<file path="src/rtl/pg_pkg.sv">
// Package: command codes shared by the protection gate and its checker.
// Assumes a 3-bit command field; codes 0 and 7 are left undefined.
package pg_pkg;
    typedef enum logic [2:0] {
        OP_NONE   = 3'd0,
        OP_PROG   = 3'd1,
        OP_READ   = 3'd2,
        OP_BLANK  = 3'd3,
        OP_VERIFY = 3'd4,
        OP_SECRD  = 3'd5,
        OP_SECSET = 3'd6,
        OP_RSVD   = 3'd7
    } pg_op_e;
endpackage

</file>
<file path="src/rtl/pg_array.sv">
// Module: pg_array
// Small program store model with one programmer port (read/write) and one
// CPU fetch port (read only). Reset loads the erased value (all ones) into
// every location. Also reports whether the entire store is erased.
// Assumes the writer is the only source of change and depth is modest.
module pg_array #(
    parameter int ADDR_W = 4,
    parameter int DATA_W = 8
) (
    input  logic              clk,
    input  logic              rst_n,
    input  logic              wr_en,
    input  logic [ADDR_W-1:0] wr_addr,
    input  logic [DATA_W-1:0] wr_data,
    input  logic [ADDR_W-1:0] rd_addr,
    output logic [DATA_W-1:0] rd_data,
    input  logic [ADDR_W-1:0] fetch_addr,
    output logic [DATA_W-1:0] fetch_data,
    output logic              all_erased
);
    localparam int DEPTH = 1 << ADDR_W;
    localparam logic [DATA_W-1:0] ERASED = {DATA_W{1'b1}};

    logic [DATA_W-1:0] mem [DEPTH];
    logic [DEPTH-1:0]  loc_erased;

    // Storage update: erase on reset, otherwise accept programmer writes.
    always_ff @(posedge clk) begin
        if (!rst_n) begin
            for (int i = 0; i < DEPTH; i++) begin
                mem[i] <= ERASED;
            end
        end else if (wr_en) begin
            mem[wr_addr] <= wr_data;
        end
    end

    // Per-location erased flags, one comparator per word.
    for (genvar g = 0; g < DEPTH; g++) begin : g_erase
        assign loc_erased[g] = (mem[g] == ERASED);
    end

    // Asynchronous reads for both ports and the whole-array reduction.
    always_comb begin
        rd_data    = mem[rd_addr];
        fetch_data = mem[fetch_addr];
        all_erased = &loc_erased;
    end
endmodule

</file>
<file path="src/rtl/pg_lock.sv">
// Module: pg_lock
// One-way security flag. Set by request, cleared only by reset.
// Assumes set_req is already qualified by programming mode.
module pg_lock (
    input  logic clk,
    input  logic rst_n,
    input  logic set_req,
    output logic locked
);
    // Sticky flag: reset clears it, a set request raises it for good.
    always_ff @(posedge clk) begin
        if (!rst_n) begin
            locked <= 1'b0;
        end else if (set_req) begin
            locked <= 1'b1;
        end
    end
endmodule

</file>
<file path="src/rtl/pg_respond.sv">
// Module: pg_respond
// Decodes a programmer command, issues the write and lock strobes, and
// registers the one-cycle answer. All masking under lock happens here, so
// the store itself never sees the security state.
// Assumes cmd_valid is already qualified by programming mode.
module pg_respond
    import pg_pkg::*;
#(
    parameter int DATA_W = 8
) (
    input  logic              clk,
    input  logic              rst_n,
    input  logic              cmd_acc,
    input  logic [2:0]        cmd_op,
    input  logic [DATA_W-1:0] cmd_wdata,
    input  logic [DATA_W-1:0] arr_rdata,
    input  logic              arr_erased,
    input  logic              locked,
    output logic              wr_en,
    output logic              set_req,
    output logic              rsp_done,
    output logic              rsp_pass,
    output logic [DATA_W-1:0] rsp_rdata
);
    localparam logic [DATA_W-1:0] SEC_ON  = {DATA_W{1'b1}};
    localparam logic [DATA_W-1:0] SEC_OFF = {DATA_W{1'b0}};

    logic              nxt_pass;
    logic [DATA_W-1:0] nxt_rdata;
    pg_op_e            op;

    assign op = pg_op_e'(cmd_op);

    // Command decode: side-effect strobes plus next answer values.
    always_comb begin
        wr_en     = 1'b0;
        set_req   = 1'b0;
        nxt_pass  = 1'b0;
        nxt_rdata = '0;
        if (cmd_acc) begin
            unique case (op)
                OP_PROG: begin
                    wr_en    = !locked;
                    nxt_pass = !locked;
                end
                OP_READ: begin
                    nxt_pass  = 1'b1;
                    nxt_rdata = locked ? '0 : arr_rdata;
                end
                OP_BLANK: begin
                    nxt_pass = !locked && arr_erased;
                end
                OP_VERIFY: begin
                    nxt_pass = !locked && (arr_rdata == cmd_wdata);
                end
                OP_SECRD: begin
                    nxt_pass  = 1'b1;
                    nxt_rdata = locked ? SEC_ON : SEC_OFF;
                end
                OP_SECSET: begin
                    set_req  = 1'b1;
                    nxt_pass = 1'b1;
                end
                default: begin
                    nxt_pass  = 1'b0;
                    nxt_rdata = '0;
                end
            endcase
        end
    end

    // Answer register: one done pulse per accepted command.
    always_ff @(posedge clk) begin
        if (!rst_n) begin
            rsp_done  <= 1'b0;
            rsp_pass  <= 1'b0;
            rsp_rdata <= '0;
        end else begin
            rsp_done  <= cmd_acc;
            rsp_pass  <= nxt_pass;
            rsp_rdata <= nxt_rdata;
        end
    end
endmodule

</file>
<file path="src/rtl/prog_guard.sv">
// Module: prog_guard (top)
// Programming-mode access controller with a one-way read protection flag.
// Commands are accepted only while prog_mode is high; the CPU fetch port
// bypasses all protection. Assumes one command per cycle at most.
module prog_guard #(
    parameter int ADDR_W = 4,
    parameter int DATA_W = 8
) (
    input  logic              clk,
    input  logic              rst_n,
    input  logic              prog_mode,
    input  logic              cmd_valid,
    input  logic [2:0]        cmd_op,
    input  logic [ADDR_W-1:0] cmd_addr,
    input  logic [DATA_W-1:0] cmd_wdata,
    output logic              rsp_done,
    output logic              rsp_pass,
    output logic [DATA_W-1:0] rsp_rdata,
    input  logic [ADDR_W-1:0] fetch_addr,
    output logic [DATA_W-1:0] fetch_data
);
    logic              cmd_acc;
    logic              wr_en;
    logic              set_req;
    logic              locked;
    logic              arr_erased;
    logic [DATA_W-1:0] arr_rdata;

    // Acceptance: programmer commands count only in programming mode.
    assign cmd_acc = cmd_valid && prog_mode;

    pg_array #(.ADDR_W(ADDR_W), .DATA_W(DATA_W)) u_array (
        .clk        (clk),
        .rst_n      (rst_n),
        .wr_en      (wr_en),
        .wr_addr    (cmd_addr),
        .wr_data    (cmd_wdata),
        .rd_addr    (cmd_addr),
        .rd_data    (arr_rdata),
        .fetch_addr (fetch_addr),
        .fetch_data (fetch_data),
        .all_erased (arr_erased)
    );

    pg_lock u_lock (
        .clk     (clk),
        .rst_n   (rst_n),
        .set_req (set_req),
        .locked  (locked)
    );

    pg_respond #(.DATA_W(DATA_W)) u_resp (
        .clk        (clk),
        .rst_n      (rst_n),
        .cmd_acc    (cmd_acc),
        .cmd_op     (cmd_op),
        .cmd_wdata  (cmd_wdata),
        .arr_rdata  (arr_rdata),
        .arr_erased (arr_erased),
        .locked     (locked),
        .wr_en      (wr_en),
        .set_req    (set_req),
        .rsp_done   (rsp_done),
        .rsp_pass   (rsp_pass),
        .rsp_rdata  (rsp_rdata)
    );
endmodule

</file>
<file path="config.mk">
export PLATFORM = sky130hd
export DESIGN_NAME = prog_guard
export DESIGN_NICKNAME = d
export VERILOG_FILES = /design/src/rtl/pg_pkg.sv /design/src/rtl/pg_array.sv /design/src/rtl/pg_lock.sv /design/src/rtl/pg_respond.sv /design/src/rtl/prog_guard.sv
export SDC_FILE = /design/constraint.sdc
export NUM_CORES = 1
export LEC_CHECK = 0
export CAP_MARGIN = 10
export CORE_MARGIN = 2
export CORE_UTILIZATION = 63
export CTS_BUF_LIST = sky130_fd_sc_hd__clkbuf_4 sky130_fd_sc_hd__clkbuf_8
export CTS_CLUSTER_DIAMETER = 80
export DETAILED_ROUTE_END_ITERATION = 7
export HOLD_SLACK_MARGIN = 0.06
export PLACE_DENSITY = 0.89
export SLEW_MARGIN = 20
export SYNTH_ARGS = -nofsm -noshare
export SYNTH_HDL_FRONTEND = slang
export SYNTH_SLANG_ARGS = --single-unit
export TNS_END_PERCENT = 50
</file>
<file path="constraint.sdc">
create_clock -name clk -period 2.95 [get_ports clk]
set_clock_uncertainty 0.05 [all_clocks]
set_input_delay 0.4425 -clock clk [delete_from_list [all_inputs] [get_ports clk]]
set_output_delay 0.4425 -clock clk [all_outputs]
set_load 0.01 [all_outputs]
</file>
* After elaboration in Yosys (flattened, before gate mapping)
Memory sizes are Yosys's and may differ from the RTL's. Index checks and enable logic that the tools add are counted.
Cells by class: equal/unequal tests 23, multiplexer cells 15, reductions and logical operators 8
Operator list (count):
- 8-bit equality test, second input constant | 16
- 8-bit 2-to-1 mux | 3
- 8-bit case mux with 2 select lines | 1
- 16-bit AND reduction | 1
- 3-bit equality test, second input constant | 3
- 1-bit 2-to-1 mux | 9
- 8-bit equality test | 1
- 8-bit OR reduction | 1
- 3-bit by 2-bit equality test with 1-bit output, second input constant | 2
- 4-bit 2-to-1 mux | 1
- 1-bit case mux with 4 select lines | 1
- 3-bit by 1-bit equality test with 1-bit output, second input constant | 1
- 1-bit logical AND | 3
- 3-bit OR reduction | 1
- 2-bit AND reduction | 1
- 1-bit zero test | 1
Word-level totals: register bits after elaboration 11, RAM bits 128, logic and storage cells 51, memories 1
Memories:
- u_array.mem | depth 16, width 8, rd ports 18, clocked after Yosys merged registers in 0, wr ports 16, RTL line pg_array.sv:24 | logic [DATA_W-1:0] mem [DEPTH];

* Logic depth before layout (Yosys ltp)
word-level depth 8, gate-level depth with buffers 10, depth with buffers taken out 7

* Hierarchy
From an unflattened synthesis, not the netlist that was laid out.
Second synthesis, totals: cells, all modules 552, area total of the unflattened synthesis 7559.8 um^2
By module, submodules not included:
- pg_array | instances 1, cells each 496, area each 7071.8 um^2, sequential area each 3843.7 um^2
- pg_respond | instances 1, cells each 53, area each 454.2 um^2, sequential area each 200.2 um^2
- pg_lock | instances 1, cells each 2, area each 27.5 um^2, sequential area each 20.0 um^2
- prog_guard | instances 1, cells each 1, area each 6.3 um^2, sequential area each 0.0 um^2

* Worst setup path before layout
Ideal clock, no wire load.
path type input-to-reg, start point in rst_n, end point mem u_array.mem[13][0], enable pin, setup time 384 ps, arrival 2141 ps, data required time 2516 ps, setup slack 375 ps, stages on the path 6, path through buf_2 > nand3_4 > nor4_4 > nand3_1 > clkbuf_1 > o21ai_0
RTL lines:
- from (decl) | RTL line prog_guard.sv:10 | input logic rst_n,
- to (decl) | RTL line pg_array.sv:24

* Final worst setup path
start point in fetch_addr[1], end point out fetch_data[4]
Between the ends: longest elaborated chain between the ends 1
Ends and longest elaborated chain:
- from (decl) | RTL line prog_guard.sv:19 | input logic [ADDR_W-1:0] fetch_addr,
- memory read 16 x 8 bit
- to (decl) | RTL line prog_guard.sv:20 | output logic [DATA_W-1:0] fetch_data
No other way between the ends.

==> impl_results.rst <==
.. list-table::
   :header-rows: 1

   * - Metric
     - Value
   * - Result of the run
     - finished, final reports clean
   * - Die X-Extent
     - 116 um
   * - Overall die area
     - 0.0134 mm2
   * - Number of flops mapped to enable cells by yosys
     - 128
   * - Number of top-level pins
     - 41
   * - Tot Pwr
     - 4.68 mW
   * - Pleak
     - 3.00 nW
   * - Layout area overhead
     - 16.9%
   * - Largest net degree at the start of global routing
     - 33
   * - Placed wire-length estimate after detailed placement
     - 19400 um
   * - Avg WL per Cell
     - 31.1 um
   * - Remaining number of nets flagged by the antenna check after routing
     - 0
   * - Crit-path max FO
     - 32
   * - Number of pins with negative max-slew slack in the final report
     - 0
   * - Worst-margin pin slew
     - 0.952 ns
   * - Overall overflow remaining after global route
     - 0
   * - RR Startpoint
     - u_array.mem[2][3]
   * - Stage delay of the slowest cell on the critical path
     - 0.54 ns
   * - Core area
     - 0.0121 mm2
   * - Wire length of the first global-routing pass
     - 38000 um
   * - Sequential share of the synthesized area
     - 51.5%
   * - Max frequency
     - 0.348 GHz
   * - Number of levels the H-tree was split into
     - 4
   * - CP endpoint kind
     - output port
   * - Clock buffer depth
     - 2
   * - Min Clock Period, post-route
     - 2.87 ns
   * - Hold Path Sink
     - u_lock.locked
   * - Dominant cell type by count on the critical path
     - sky130_fd_sc_hd__mux4_2
   * - Area after detailed placement
     - 0.00883 mm2
   * - Kind of launch point of the worst setup path
     - input pin
   * - Clock input transition at the sequential cells of the worst setup and hold paths
     - 0.09 ns
   * - Synth cell types
     - 45
   * - Critical path arrival
     - 2.38 ns
   * - RSZ-0062 raised after global routing
     - false
   * - R2R cell count
     - 6
   * - Worst hold-check path type
     - reg -> reg
   * - Non-Filler Instances
     - 841
   * - Synthesized instance count
     - 588
   * - CTS root buffer
     - sky130_fd_sc_hd__clkbuf_8
   * - Endpoints failing hold
     - 0
   * - Commonest cells after routing, fill and taps aside
     - sky130_fd_sc_hd__edfxtp_1, sky130_fd_sc_hd__mux4_2, sky130_fd_sc_hd__buf_4
   * - CTS tree
     - built
   * - Top-area cell type share of the netlist area
     - 48.7%
   * - Setup-failing EPs final
     - 0
   * - Total of warnings raised by yosys
     - 0
   * - Drt first-iter violations
     - 887
   * - Number of storage elements in the synthesis netlist
     - 139
   * - Number of rows in the core area
     - 40
   * - Sequence of cells on the critical path
     - clkdlybuf4s50_1, buf_12, mux4_2, mux4_2, dlygate4sd2_1
   * - Main synth FF type
     - sky130_fd_sc_hd__edfxtp_1
   * - Number of nets in the finished design
     - 683
   * - Number of antenna violations at the first check in global routing
     - 0
   * - Cell area after synthesis
     - 0.00790 mm2
   * - Crit path max-delay cell type
     - sky130_fd_sc_hd__mux4_2
   * - Cts bufs inserted
     - 17
   * - Port Buf Inserts
     - 40
   * - Effective utilization at floorplan
     - 65.2%
   * - Global placement routability congestion
     - 1.05
   * - Mean cell area of the mapped netlist
     - 13.4 um2
   * - Depth of the worst hold-timing path
     - 2
   * - Leading cell type in the layout, fill and taps excluded
     - sky130_fd_sc_hd__edfxtp_1
   * - Total wirelength of the detailed-routed design
     - 26200 um
   * - Total number of vias
     - 6028
   * - Number of post-CTS setup repair buffers
     - 0
   * - Required time of the critical path
     - 2.46 ns
   * - Finished Core Util
     - 76.2%
   * - Largest cells by area after synthesis
     - sky130_fd_sc_hd__edfxtp_1, sky130_fd_sc_hd__mux4_2, sky130_fd_sc_hd__or2_2, sky130_fd_sc_hd__nand2b_1, sky130_fd_sc_hd__or3_1
   * - Worst relative slew slack
     - 36.3%
   * - Minimum setup slack among reg-to-reg paths
     - 0.64 ns
   * - Non-Filler Cell Area, Final
     - 0.00923 mm2
   * - Cell taking the most area after synthesis
     - sky130_fd_sc_hd__edfxtp_1
   * - Remaining design rule violation count
     - 0
   * - Share of post-route cells with drive strength above 1
     - 33.6%
   * - Die Ht
     - 116 um
   * - Via density per instance
     - 7.17
   * - TritonRoute pass-1 iters
     - 7
   * - Vias in the first global route
     - 5764
   * - Maximum resistive drop on vdd
     - 0.000491 V
   * - Power per Cell Area
     - 507 mW/mm2
   * - Aggregate global-route resource usage
     - 41.8%
   * - Clock latency reported for the late side of the worst-skew pair
     - 0.47 ns
   * - Terminus of the critical flop-to-flop path
     - u_resp.rsp_pass
   * - Post-synthesis async set-or-reset flop share
     - 0%
   * - Part of the cycle the worst path needs
     - 97.3%
   * - Clock sink count
     - 139
   * - Start point of the worst min-delay path
     - u_lock.locked
   * - Max Cap Violations
     - 0
   * - # diodes
     - 0
   * - Post-synth net total
     - 611
   * - Number of placed instances, taps included
     - 809
   * - Category of the critical setup timing path
     - in -> out
==> metal layers <==
layer / global-route usage, % / up-vias / wire [um]
met5: 0 / - / 0
met4: 22.1 / 0 / 1700
met3: 12.8 / 134 / 3370
met2: 64.4 / 516 / 11900
met1: 53.9 / 2920 / 9220
li1: - / 2458 / -
==> what timing repair did <==
item | in CTS | in global routing
endpoints found under the setup margin | 8 | 0
hold buffers | 0 | 0
resized for setup | 8 | 0
hold endpoints to repair | 0 | 0
==> flip-flops by register name, summed over array words and instances, names as in the netlist <==
name and count:
u_resp.rsp_pass 1, u_resp.rsp_rdata 8, u_lock.locked 1, u_resp.rsp_done 1
u_array.mem 128
==> cell families after synthesis <==
group / synth area share (%)
and+or+nand+nor: 18.9
DFF: 51.5
muxes: 20.9
buffers and inverters: 3.22
AOI/OAI and AO/OA: 3.83
xor gates and xnor gates: 1.77
==> area by class of cell <==
class / instances / area [um2]
flip-flops and latches: 139 / 4060
multi-input cells: 398 / 3580
fillers: 779 / 2880
repair buffers: 102 / 958
clock buffers: 17 / 234
well taps: 168 / 210
clock inverters: 15 / 179
inverters: 2 / 7.51
==> critical path, delay by kind of cell <==
kind,cells,cell delay [ns]
multiplexers,2,0.87
buffers and inverters,3,1.06
==> report_power, final <==
part           internal [mW]  total, mW  switching (mW)
sequential              2.24       2.38           0.133
combinational          0.333      0.669           0.336
clock                  0.786       1.63           0.849
total                   3.36       4.68            1.32
==> synth_stat cells (2+ instances only) <==
cell	count
sky130_fd_sc_hd__a21oi_1	11
sky130_fd_sc_hd__a221oi_1	7
sky130_fd_sc_hd__a31oi_1	2
sky130_fd_sc_hd__and2_1	2
sky130_fd_sc_hd__buf_1	7
sky130_fd_sc_hd__buf_2	8
sky130_fd_sc_hd__buf_6	7
sky130_fd_sc_hd__clkbuf_1	27
sky130_fd_sc_hd__dfxtp_1	11
sky130_fd_sc_hd__edfxtp_1	128
sky130_fd_sc_hd__inv_1	2
sky130_fd_sc_hd__mux2_2	18
sky130_fd_sc_hd__mux2i_1	16
sky130_fd_sc_hd__mux4_2	57
sky130_fd_sc_hd__nand2_1	26
sky130_fd_sc_hd__nand2b_1	43
sky130_fd_sc_hd__nand3_1	5
sky130_fd_sc_hd__nand3b_1	2
sky130_fd_sc_hd__nand4_1	35
sky130_fd_sc_hd__nor2_1	9
sky130_fd_sc_hd__nor2b_1	4
sky130_fd_sc_hd__nor3_1	3
sky130_fd_sc_hd__nor3_2	4
sky130_fd_sc_hd__nor4_1	7
sky130_fd_sc_hd__o211ai_1	5
sky130_fd_sc_hd__o21ai_0	7
sky130_fd_sc_hd__o22ai_1	7
sky130_fd_sc_hd__or2_1	8
sky130_fd_sc_hd__or2_2	49
sky130_fd_sc_hd__or3_1	42
sky130_fd_sc_hd__xnor2_1	11
sky130_fd_sc_hd__xor2_1	5
==> worst max path at each step <==
stage             startpoint  cells past startpoint            endpoint  slack [ns]
2_1_floorplan          rst_n                      6  u_array.mem[13][0]        0.38
3_3_place_gp   fetch_addr[1]                      5       fetch_data[4]       -0.05
3_5_place_dp   fetch_addr[1]                      5       fetch_data[4]       -0.08
4_1_cts        fetch_addr[1]                      5       fetch_data[4]        0.10
5_1_grt        fetch_addr[1]                      5       fetch_data[4]        0.07
6_report       fetch_addr[1]                      5       fetch_data[4]        0.08
==> per-stage QoR <==
| stage | hold slack (ns) | TNS [ns] | setup slack (ns) |
|---|---|---|---|
| after floorplan | 0.501 | 0 | 0.375 |
| after global placement | 0.543 | -0.117 | -0.0529 |
| after detailed placement | 0.573 | -0.348 | -0.0795 |
| after CTS | 0.585 | 0 | 0.104 |
| after global routing | 0.605 | 0 | 0.0697 |
| final | 0.588 | 0 | 0.0783 |
Power figures use the tool's default switching activity.
